===== src/rtl/wgen_pkg.sv =====
package wgen_pkg;

    // Control word bit positions; the core and the decoder both rely on them
    localparam int unsigned CTRL_PAIR_BIT = 13;
    localparam int unsigned CTRL_FSEL_BIT = 11;
    localparam int unsigned CTRL_PSEL_BIT = 10;
    localparam int unsigned CTRL_HOLD_BIT = 8;

    typedef enum logic [2:0] {
        CMD_CTRL   = 3'd0,
        CMD_FREQ0  = 3'd1,
        CMD_FREQ1  = 3'd2,
        CMD_PHASE0 = 3'd3,
        CMD_PHASE1 = 3'd4
    } cmd_kind_e;

    // Target selection from the three most significant bits of a frame
    function automatic cmd_kind_e classify(input logic [2:0] top);
        cmd_kind_e k;
        unique casez (top)
            3'b00?:  k = CMD_CTRL;
            3'b01?:  k = CMD_FREQ0;
            3'b10?:  k = CMD_FREQ1;
            3'b110:  k = CMD_PHASE0;
            default: k = CMD_PHASE1;
        endcase
        return k;
    endfunction

endpackage


===== src/rtl/wgen_sync.sv =====
module wgen_sync #(
    parameter int unsigned WIDTH  = 3,
    parameter int unsigned STAGES = 2,
    parameter logic [WIDTH-1:0] IDLE = '0
) (
    input  logic             clk,
    input  logic             rst,
    input  logic [WIDTH-1:0] din,
    output logic [WIDTH-1:0] dout
);

    logic [STAGES-1:0][WIDTH-1:0] chain_d, chain_q;

    always_comb begin
        chain_d[0] = din;
        for (int i = 1; i < STAGES; i++) begin
            chain_d[i] = chain_q[i-1];
        end
    end

    always_ff @(posedge clk) begin
        if (rst) begin
            chain_q <= {STAGES{IDLE}};
        end else begin
            chain_q <= chain_d;
        end
    end

    assign dout = chain_q[STAGES-1];

endmodule


===== src/rtl/wgen_frame_rx.sv =====
module wgen_frame_rx #(
    parameter int unsigned FRAME_BITS = 16
) (
    input  logic                  clk,
    input  logic                  rst,
    input  logic                  sclk_s,
    input  logic                  mosi_s,
    input  logic                  csn_s,
    output logic                  word_valid,
    output logic [FRAME_BITS-1:0] word
);

    localparam int unsigned CW = $clog2(FRAME_BITS);

    typedef struct packed {
        logic [FRAME_BITS-1:0] shift;
        logic [CW-1:0]         cnt;
        logic                  full;
        logic                  done;
        logic                  sclk_prev;
    } rx_state_t;

    rx_state_t st_d, st_q;
    logic      sclk_fall;

    assign sclk_fall = st_q.sclk_prev & ~sclk_s;

    always_comb begin
        st_d           = st_q;
        st_d.done      = 1'b0;
        st_d.sclk_prev = sclk_s;
        if (csn_s) begin
            // select high: any partial frame is abandoned
            st_d.cnt  = '0;
            st_d.full = 1'b0;
        end else if (sclk_fall && !st_q.full) begin
            st_d.shift = {st_q.shift[FRAME_BITS-2:0], mosi_s};
            if (st_q.cnt == CW'(FRAME_BITS - 1)) begin
                st_d.cnt  = '0;
                st_d.full = 1'b1;
                st_d.done = 1'b1;
            end else begin
                st_d.cnt = st_q.cnt + 1'b1;
            end
        end
    end

    always_ff @(posedge clk) begin
        if (rst) begin
            st_q           <= '0;
            st_q.sclk_prev <= 1'b1;
        end else begin
            st_q <= st_d;
        end
    end

    assign word_valid = st_q.done;
    assign word       = st_q.shift;

endmodule


===== src/rtl/wgen_cmd_decode.sv =====
module wgen_cmd_decode
    import wgen_pkg::*;
#(
    parameter int unsigned FRAME_BITS = 16
) (
    input  logic                      clk,
    input  logic                      rst,
    input  logic                      word_valid,
    input  logic [FRAME_BITS-1:0]     word,
    output logic [FRAME_BITS-3:0]     ctrl,
    output logic [2*FRAME_BITS-5:0]   freq0,
    output logic [2*FRAME_BITS-5:0]   freq1,
    output logic [FRAME_BITS-5:0]     phase0,
    output logic [FRAME_BITS-5:0]     phase1,
    output logic                      ctrl_upd,
    output logic [1:0]                freq_upd,
    output logic [1:0]                phase_upd
);

    localparam int unsigned HALF = FRAME_BITS - 2;
    localparam int unsigned FW   = 2 * HALF;
    localparam int unsigned PW   = FRAME_BITS - 4;

    typedef struct packed {
        logic [HALF-1:0]        ctrl;
        logic [1:0][FW-1:0]     freq;
        logic [1:0][PW-1:0]     phase;
        logic                   pend_v;
        logic                   pend_idx;
        logic [HALF-1:0]        pend_low;
        logic                   ctrl_upd;
        logic [1:0]             fupd;
        logic [1:0]             pupd;
    } dec_state_t;

    dec_state_t st_d, st_q;
    cmd_kind_e  kind;
    logic       idx;

    always_comb begin
        st_d          = st_q;
        st_d.ctrl_upd = 1'b0;
        st_d.fupd     = '0;
        st_d.pupd     = '0;
        kind          = classify(word[FRAME_BITS-1 -: 3]);
        idx           = (kind == CMD_FREQ1) || (kind == CMD_PHASE1);
        if (word_valid) begin
            unique case (kind)
                CMD_CTRL: begin
                    st_d.ctrl     = word[HALF-1:0];
                    st_d.ctrl_upd = 1'b1;
                    st_d.pend_v   = 1'b0;
                end
                CMD_FREQ0, CMD_FREQ1: begin
                    if (st_q.ctrl[CTRL_PAIR_BIT]) begin
                        if (st_q.pend_v && (st_q.pend_idx == idx)) begin
                            st_d.freq[idx] = {word[HALF-1:0], st_q.pend_low};
                            st_d.fupd[idx] = 1'b1;
                            st_d.pend_v    = 1'b0;
                        end else begin
                            st_d.pend_v   = 1'b1;
                            st_d.pend_idx = idx;
                            st_d.pend_low = word[HALF-1:0];
                        end
                    end else begin
                        st_d.freq[idx][HALF-1:0] = word[HALF-1:0];
                        st_d.fupd[idx]           = 1'b1;
                        st_d.pend_v              = 1'b0;
                    end
                end
                default: begin
                    st_d.phase[idx] = word[PW-1:0];
                    st_d.pupd[idx]  = 1'b1;
                    st_d.pend_v     = 1'b0;
                end
            endcase
        end
    end

    always_ff @(posedge clk) begin
        if (rst) begin
            st_q <= '0;
        end else begin
            st_q <= st_d;
        end
    end

    assign ctrl      = st_q.ctrl;
    assign freq0     = st_q.freq[0];
    assign freq1     = st_q.freq[1];
    assign phase0    = st_q.phase[0];
    assign phase1    = st_q.phase[1];
    assign ctrl_upd  = st_q.ctrl_upd;
    assign freq_upd  = st_q.fupd;
    assign phase_upd = st_q.pupd;

endmodule


===== src/rtl/wgen_spi_regs.sv =====
module wgen_spi_regs
    import wgen_pkg::*;
#(
    parameter int unsigned FRAME_BITS  = 16,
    parameter int unsigned SYNC_STAGES = 2
) (
    input  logic                    clk,
    input  logic                    rst,
    input  logic                    spi_sclk,
    input  logic                    spi_mosi,
    input  logic                    spi_csn,
    output logic [FRAME_BITS-3:0]   ctrl_o,
    output logic                    freq_sel_o,
    output logic                    phase_sel_o,
    output logic                    core_hold_o,
    output logic [2*FRAME_BITS-5:0] freq0_o,
    output logic [2*FRAME_BITS-5:0] freq1_o,
    output logic [FRAME_BITS-5:0]   phase0_o,
    output logic [FRAME_BITS-5:0]   phase1_o,
    output logic                    ctrl_upd_o,
    output logic [1:0]              freq_upd_o,
    output logic [1:0]              phase_upd_o
);

    // bit order in the synchronizer bus: {csn, sclk, mosi}
    localparam logic [2:0] PIN_IDLE = 3'b110;

    logic [2:0]            pins_s;
    logic                  word_valid;
    logic [FRAME_BITS-1:0] word;

    wgen_sync #(
        .WIDTH  (3),
        .STAGES (SYNC_STAGES),
        .IDLE   (PIN_IDLE)
    ) u_sync (
        .clk  (clk),
        .rst  (rst),
        .din  ({spi_csn, spi_sclk, spi_mosi}),
        .dout (pins_s)
    );

    wgen_frame_rx #(
        .FRAME_BITS (FRAME_BITS)
    ) u_rx (
        .clk        (clk),
        .rst        (rst),
        .sclk_s     (pins_s[1]),
        .mosi_s     (pins_s[0]),
        .csn_s      (pins_s[2]),
        .word_valid (word_valid),
        .word       (word)
    );

    wgen_cmd_decode #(
        .FRAME_BITS (FRAME_BITS)
    ) u_dec (
        .clk        (clk),
        .rst        (rst),
        .word_valid (word_valid),
        .word       (word),
        .ctrl       (ctrl_o),
        .freq0      (freq0_o),
        .freq1      (freq1_o),
        .phase0     (phase0_o),
        .phase1     (phase1_o),
        .ctrl_upd   (ctrl_upd_o),
        .freq_upd   (freq_upd_o),
        .phase_upd  (phase_upd_o)
    );

    assign freq_sel_o  = ctrl_o[CTRL_FSEL_BIT];
    assign phase_sel_o = ctrl_o[CTRL_PSEL_BIT];
    assign core_hold_o = ctrl_o[CTRL_HOLD_BIT];

endmodule


===== config.mk =====
export PLATFORM = sky130hd
export DESIGN_NAME = wgen_spi_regs
export DESIGN_NICKNAME = d
export VERILOG_FILES = /design/src/rtl/wgen_pkg.sv /design/src/rtl/wgen_sync.sv /design/src/rtl/wgen_frame_rx.sv /design/src/rtl/wgen_cmd_decode.sv /design/src/rtl/wgen_spi_regs.sv
export SDC_FILE = /design/constraint.sdc
export NUM_CORES = 1
export LEC_CHECK = 0
export ABC_AREA = 1
export CAP_MARGIN = 20
export CORE_MARGIN = 2
export CORE_UTILIZATION = 45
export CTS_CLUSTER_DIAMETER = 150
export DETAILED_ROUTE_END_ITERATION = 12
export PLACE_DENSITY = 0.73
export SLEW_MARGIN = 30
export SYNTH_ARGS = -nofsm -noshare
export SYNTH_HDL_FRONTEND = slang
export SYNTH_SLANG_ARGS = --single-unit

===== constraint.sdc =====
create_clock -name clk -period 1.7 [get_ports clk]
set_input_delay 0.17 -clock clk [delete_from_list [all_inputs] [get_ports clk]]
set_output_delay 0.17 -clock clk [all_outputs]
set_load 0.01 [all_outputs]

==> results of run 1 <==
[routing by layer]
metal	routed length, µm	vias to the layer above	track usage (%)
met3	944	18	6.44
met5	0	-	0
li1	-	2511	-
met4	207	0	7.33
met1	6340	2197	24.6
met2	6780	128	32.4
[power breakdown]
group	internal (W)	switching (W)	total, W
combinational	0.0000454	0.0000916	0.000137
sequential	0.00339	0.00000742	0.00340
clock	0.00211	0.00138	0.00349
total	0.00555	0.00147	0.00702
[synth_stat cells (all sizes together)]
| library cell | n |
|---|---|
| xnor2 | 1 |
| nor3 | 2 |
| o21ai | 79 |
| dfxtp | 144 |
| a31oi | 1 |
| ha | 1 |
| nor3b | 1 |
| inv | 66 |
| a21oi | 78 |
| nand2 | 137 |
| nand4 | 15 |
| nor2 | 121 |
| a22oi | 1 |
| nand3 | 23 |
| xor2 | 1 |
| buf | 117 |
| clkbuf | 25 |
| or2 | 5 |
[final timing paths]
| path | to | depth (start not counted) | slack (ns) | startpoint |
|---|---|---|---|---|
| max reg2reg | u_dec.freq1[22] | 8 | 0.13 | u_rx.word[13] |
| min | u_sync.chain_d[3] | 3 | 0.27 | spi_mosi |
| max | u_dec.freq1[22] | 8 | 0.13 | u_rx.word[13] |
| min reg2reg | u_sync.dout[1] | 1 | 0.41 | u_sync.chain_d[4] |
[per-stage QoR]
stage | setup WS [ns] | instance area (µm²) | instances | util [%]
5_1_grt | 0.00155 | 7410 | 1016 | 55.5
3_5_place_dp | 0.107 | 6820 | 984 | 51.1
2_1_floorplan | 0.273 | 6210 | 818 | -
3_3_place_gp | 0.130 | 6820 | 984 | 51.1
4_1_cts | 0.0863 | 7380 | 1016 | 55.3
6_report | 0.127 | 7410 | 1016 | 55.5
[worst max-delay path: stages (launching register included)]
cell and delay [ns]:
dfxtp_1 0.42, inv_1 0.13, nand2_1 0.09, nand3_1 0.11
nand3_4 0.17, clkinvlp_4 0.26, nand3_1 0.13, nand2_1 0.06
nor2_1 0.14
[registers in the layout, summed over array words and instances (netlist names), 6 cells and up]
register and flops:
u_dec.freq0 28, u_dec.freq1 28, u_dec.st_q 16, u_rx.word 16, u_dec.ctrl 14, u_dec.phase0 12, u_dec.phase1 12, u_rx.st_q 6
[cells by family (layout without fill, tap and decap cells)]
| family | count (synthesis) | in the layout | share of synthesized area [%] |
|---|---|---|---|
| adders and majority gates | 1 | 1 | 0.202 |
| buffers and inverters | 208 | 230 | 19.1 |
| DFF | 144 | 144 | 46.4 |
| AOI/OAI and AO/OA | 159 | 159 | 12.9 |
| xor gates and xnor gates | 2 | 2 | 0.282 |
| and+or+nand+nor | 304 | 304 | 21.1 |
[what timing repair did]
item                                    CTS  global route
endpoints found under the setup margin    1            37
resized for setup                         1             5
endpoints found under the hold margin     0             0
hold buffers                              0             0
pin swaps                                 0             0
[final cells by class]
cell class	count	area [µm²]
Sequential cell	144	2880
Inverter	66	251
Timing Repair Buffer	132	1330
Clock buffer	22	474
Fill cell	1248	5940
Multi-Input combinational cell	466	2160
Clock inverter	10	86.3
Tap cell	176	220
==> impl_summary.md, run 1 <==
Worst setup path
Of all nets on the critical path, the largest fanout is 14. The critical path startpoint category is a flip-flop. The endpoint kind of the worst setup timing path is a flip-flop. The classification of the worst setup path is flip-flop to flip-flop. Data on the critical path is required at its endpoint by 2.04 ns. The data arrival at the endpoint of the critical path is approximately 1.9 ns.

Detailed routing
The count of nets left with antenna violations once routing finished came out at 0. Dividing the detail-routed via count by the number of cells gives 4.78. The first routing iteration left 342 violations.

The first detailed-routing pass ran for 7 iterations. After detailed routing, the total wire length is 14.3 mm. Detailed routing inserted a total of 4,854 vias. For this run, design rule violations remaining after detail routing come to 0.

In the final routed layout, each cell accounts on average for between 10 and 15 µm.

Floorplan
The core region is 13,300 µm². The die is 121 µm tall. The effective utilization at floorplan is 46.5%. The number of standard-cell rows in the floorplan is 42.

The die is 121 µm wide. Pin placement for this block handled roughly 110 I/O pins. The die covers 14,700 µm².

Global routing
The first-pass GRT wire length is 22.4 mm. The number of antenna violations at the first check in global routing came to 0. The total overflow left after global routing is 0. Entering global routing, the biggest net connects 54 pins. The total track usage is 19.9%. The number of global-route vias before repair is 4,437.

Logic synthesis
The number of warnings printed during yosys synthesis is 0. Yosys attributes the largest share of cell area to dfxtp_1 46%, buf_4 12%, nand2_1 8.0%. Of the synthesized area, sequential elements account for 46.4%.

The average instance area after synthesis is 7.59 µm². The cell accounting for the most synthesized area is dfxtp_1. The cell area after synthesis is 6210 µm².

The share of Yosys cell area claimed by the top area cell type is 46.4%. After synthesis, the netlist uses 30 different library cells. The synthesized net count is 824. The synthesized flop and latch total is 144.

Synthesis produced 818 cells.

Finish
The number of antenna cells inserted is 0. The top cell types in the final layout, fill and taps aside, are 143 x dfxtp_1, 133 x nand2_1, 118 x nor2_1. The leading cell type in the layout, fill and taps excluded is dfxtp_1. In the final design database the tool counted 833 nets. The post-synthesis to final-layout area growth is 19.4%.

Of the cells placed in the final design, the portion with a size suffix greater than 1 is 9.29%.

STA
The max-slew violation count is 0. The final count of hold timing violations was 0. The final count of negative-setup-slack endpoints is 0.

The worst slew margin relative to its limit is 67.0%. In the finished design, the share of the clock period the worst path needs comes to 92.5%. The shortest period the worst path allows is ~1.6 ns. The setup TNS after final layout is 0 ns.

Timing would allow up to roughly 640 MHz. The final clock skew is approximately 0.009 ns. Setup repair after global routing left no endpoint under its margin.

The hold slack is 0.273 ns. At the pin with the least slew margin, the transition time is 0.494 ns.

Flow run
The tool flagged a number of max-cap violations equal to 0.

Worst hold path
The class of the most critical hold timing path is input port to flip-flop.

Clocking
The later pin in the worst-skew pair is clocked with a latency of ~0.42 ns. The maximum number of buffers from clock root to sink is 2. The clock root buffer is clkbuf_16. TritonCTS built the clock tree.

The maximum level of the CTS H-tree is 4. Clock-pin slew was measured on the worst setup and hold paths at 0.06 ns. The number of buffers added for setup after CTS is 0. For this design, the sink count on the clock tree is between 100 and 150. The number of clock buffers added by TritonCTS is 17.

Power and ir drop
The peak ir drop on the vdd network is roughly 0.60 mV. The cell leakage power is around 3.0 nW. Total power for the finished layout comes to between 0.007 and 0.008 W. The total power divided by cell area is 948 nW/µm².

Placed design
The HPWL after detailed placement is slightly above 9 mm. The congestion estimate from routability-driven global placement came to 0.857. The number of I/O port buffers is about 110.

Run status
The flow ran to the end, and the final reports show no timing, DRC or antenna violations.
Note: power is estimated with default switching activity, not from simulation.
==> run 2: changes to the inputs <==
--- a/config.mk
+++ b/config.mk
@@ -6,13 +6,12 @@
 export NUM_CORES = 1
 export LEC_CHECK = 0
 export ABC_AREA = 1
-export CAP_MARGIN = 20
 export CORE_MARGIN = 2
 export CORE_UTILIZATION = 45
 export CTS_CLUSTER_DIAMETER = 150
 export DETAILED_ROUTE_END_ITERATION = 12
+export MAX_ROUTING_LAYER = met4
 export PLACE_DENSITY = 0.73
-export SLEW_MARGIN = 30
 export SYNTH_ARGS = -nofsm -noshare
 export SYNTH_HDL_FRONTEND = slang
 export SYNTH_SLANG_ARGS = --single-unit
==> impl_summary.md, run 2 (synthesized netlist as in run 1, its figures left out) <==
Clocking
The clock slew seen by the registers of the worst setup and hold paths is 0.06 ns (about the same). The clock root buffer is clkbuf_16 (unchanged). The maximum number of buffers from clock root to sink is 2 (unchanged). The number of buffers added for setup after CTS is 0 (unchanged).

The maximum level of the CTS H-tree is 4 (unchanged). The insertion delay to the later sink of the worst-skew pair is 0.42 ns (about the same). The number of buffers created by CTS is 17 (unchanged).

The count of clock tree sinks was 144 (unchanged). The CTS tree is built (unchanged).

STA
The hold slack is 0.275 ns (was 0.273 ns). The final clock skew is 0.00918 ns (was 0.00896 ns). The maximum clock rate is 632 MHz (was 636 MHz).

Setup repair after global routing missed its margin: false (unchanged). The max-slew violation count was 0 (unchanged). The final count of hold timing violations is 0 (unchanged). The actual slew at the worst max-slew pin is 0.497 ns (was 0.494 ns). The final count of negative-setup-slack endpoints came to 0 (unchanged). The setup TNS after final layout is 0 ns (unchanged). The post-route clock period utilization is 93.1% (was 92.5%). The shortest period the worst path allows is 1.58 ns (was 1.57 ns). The worst slew margin relative to its limit came to 66.9% (was 67.0%).

Placed design
The detailed placement HPWL came to 9.35 mm (unchanged). The number of placed cells counting well taps is 984 (unchanged). The number of I/O port buffers is 106 (unchanged). The final weighted congestion of routability-driven global placement is 0.871 (was 0.857).

Worst hold path
The class of the most critical hold timing path is input port to flip-flop (unchanged).

Finish
The number of antenna cells inserted is 0 (unchanged). The final instance count without filler cells is 1,016 (unchanged). The post-synthesis to final-layout area growth is 19.4% (unchanged). The utilization of the core after routing is 55.5% (unchanged). The final net count was 833 (unchanged).

The leading cell type in the layout, fill and taps excluded is dfxtp_1 (unchanged). The share of layout cells above drive strength 1 is 9.29% (unchanged). Commonest cells after routing, fill and taps aside: 143 x dfxtp_1, 133 x nand2_1, 118 x nor2_1 (unchanged).

Floorplan
The total die area is 14,700 µm² (unchanged). The chip height is 121 µm (unchanged). The number of top-level design ports is 107 (unchanged). The number of standard-cell rows in the floorplan is 42 (unchanged). The overall die width is 121 µm (unchanged). The effective utilization at floorplan is 46.5% (unchanged). The area of the placeable core came to 13,300 µm² (unchanged).

Worst setup path
The maximum fanout count along the critical path is 14 (unchanged). Ordered cell list for the critical path: inv_1, nand2_1, nand3_1, nand3_4, clkinvlp_4, nand3_1, nand2_1, nor2_1 (unchanged). The classification of the worst setup path was flip-flop to flip-flop (unchanged).

The family with the most delay on the worst path is simple AND/OR/NAND/NOR gates (unchanged). The biggest cell delay along the critical path is 0.42 ns (about the same). The setup slack on the worst flop-to-flop path was 0.12 ns (was 0.13 ns).

The critical path startpoint category is a flip-flop (unchanged). The endpoint kind of the worst setup timing path is a flip-flop (unchanged). The required time at the worst-slack endpoint is 2.04 ns (about the same). The standard cell with the maximum stage delay on the critical path was dfxtp_1 (unchanged). The data arrival at the endpoint of the critical path came to 1.92 ns (was 1.91 ns). The number of buffer and inverter stages on the critical path is 2 (unchanged).

Global routing
The maximum number of pins on one net before global-route repair was 54 (unchanged). The number of global-route vias before repair is 4,458 (was 4,437). The first-pass GRT wire length is 22.3 mm (was 22.4 mm). The number of antenna violations at the first check in global routing was 0 (unchanged). The total track usage is 20.5% (was 19.9%). The overflow left after global routing is 0 (unchanged).

Power and ir drop
The peak ir drop on the vdd network was 0.595 mV (was 0.597 mV). The total power divided by cell area is 948 nW/µm² (about the same). The cell leakage power came to 2.99 nW (unchanged).

Detailed routing
The number of optimization iterations in the first detailed-route pass is 5 (was 7). The via density per instance is 4.83 (was 4.78). The total wire length after detailed routing is 14.3 mm (about the same).

The routed wirelength normalized by instance count is 14.1 µm (was 14.0 µm). The remaining antenna violation count is 0 (unchanged). The DRC violation count after routing is 0 (unchanged).

The violation count after the first detailed-routing iteration is 372 (was 342). The total number of vias is 4,906 (was 4,854).

Flow run
The count of max-cap constraint violations came to 0 (unchanged).

Run status
Run status: finished clean (unchanged).
run 2: cell counts in the layout (fill, tap and decap cells not counted):
Identical to the previous run, type by type.
run 2: path summary, 6_finish.rpt:
kind | cells after the start | to | startpoint
worst max-delay path | 8 | u_dec.freq1[22] | u_rx.word[13]
worst min-delay path | 3 | u_sync.chain_d[3] | spi_mosi
worst max register to register | 8 | u_dec.freq1[22] | u_rx.word[13]
worst min register to register | 1 | u_sync.dout[1] | u_sync.chain_d[4]
run 2: per-layer routing:
layer  vias up  part of all wire (%)  GRT usage (%)
met4         0                   1.7           7.33
met5         -                     0              -
met2       161                    47           32.6
li1       2509                     -              -
met1      2211                    45           25.0
met3        25                   6.1           5.50
run 2: area by class of cell:
| type | instances | area, µm² |
|---|---|---|
| fill | 1248 | 5940 |
| sequential | 144 | 2880 |
| multi-input combinational | 466 | 2160 |
| timing repair buffer | 132 | 1330 |
| clock buffer | 22 | 474 |
| inverter | 66 | 251 |
| tap | 176 | 220 |
| clock inverter | 10 | 86.3 |
run 2: what timing repair did:
| item | CTS | global route |
|---|---|---|
| endpoints found under the hold margin | 0 | 0 |
| setup endpoints to repair | 1 | 36 |
| resized for setup | 1 | 5 |
| pin swaps | 0 | 0 |
| hold buffers | 0 | 0 |
run 2: metrics by stage:
stage | area (µm²) | setup slack, ns | power [W]
3_3_place_gp | 6820 | 0.130 | 0.00360
4_1_cts | 7380 | 0.0863 | 0.00708
3_5_place_dp | 6820 | 0.107 | 0.00361
6_report | 7410 | 0.117 | 0.00703
5_1_grt | 7410 | 0.00154 | 0.00726
2_1_floorplan | 6210 | 0.273 | 0.00355
run 2: power breakdown:
part | switching (W) | internal [W] | leakage [nW]
sequential | 0.00000739 | 0.00339 | 1.16
combinational | 0.0000921 | 0.0000454 | 1.56
clock | 0.00138 | 0.00211 | 0.272
total | 0.00148 | 0.00555 | 2.99
run 2: worst min-delay path, cell delays in order:
cell and delay (ns):
clkdlybuf4s50_1 0.39, inv_1 0.05, nor2_1 0.03
==> run 3: changes to the inputs <==
--- a/config.mk
+++ b/config.mk
@@ -15,3 +15,4 @@
 export SYNTH_ARGS = -nofsm -noshare
 export SYNTH_HDL_FRONTEND = slang
 export SYNTH_SLANG_ARGS = --single-unit
+export TNS_END_PERCENT = 100
==> results of run 3 <==
Final layout, timing and power as in run 2 (identical DEF).
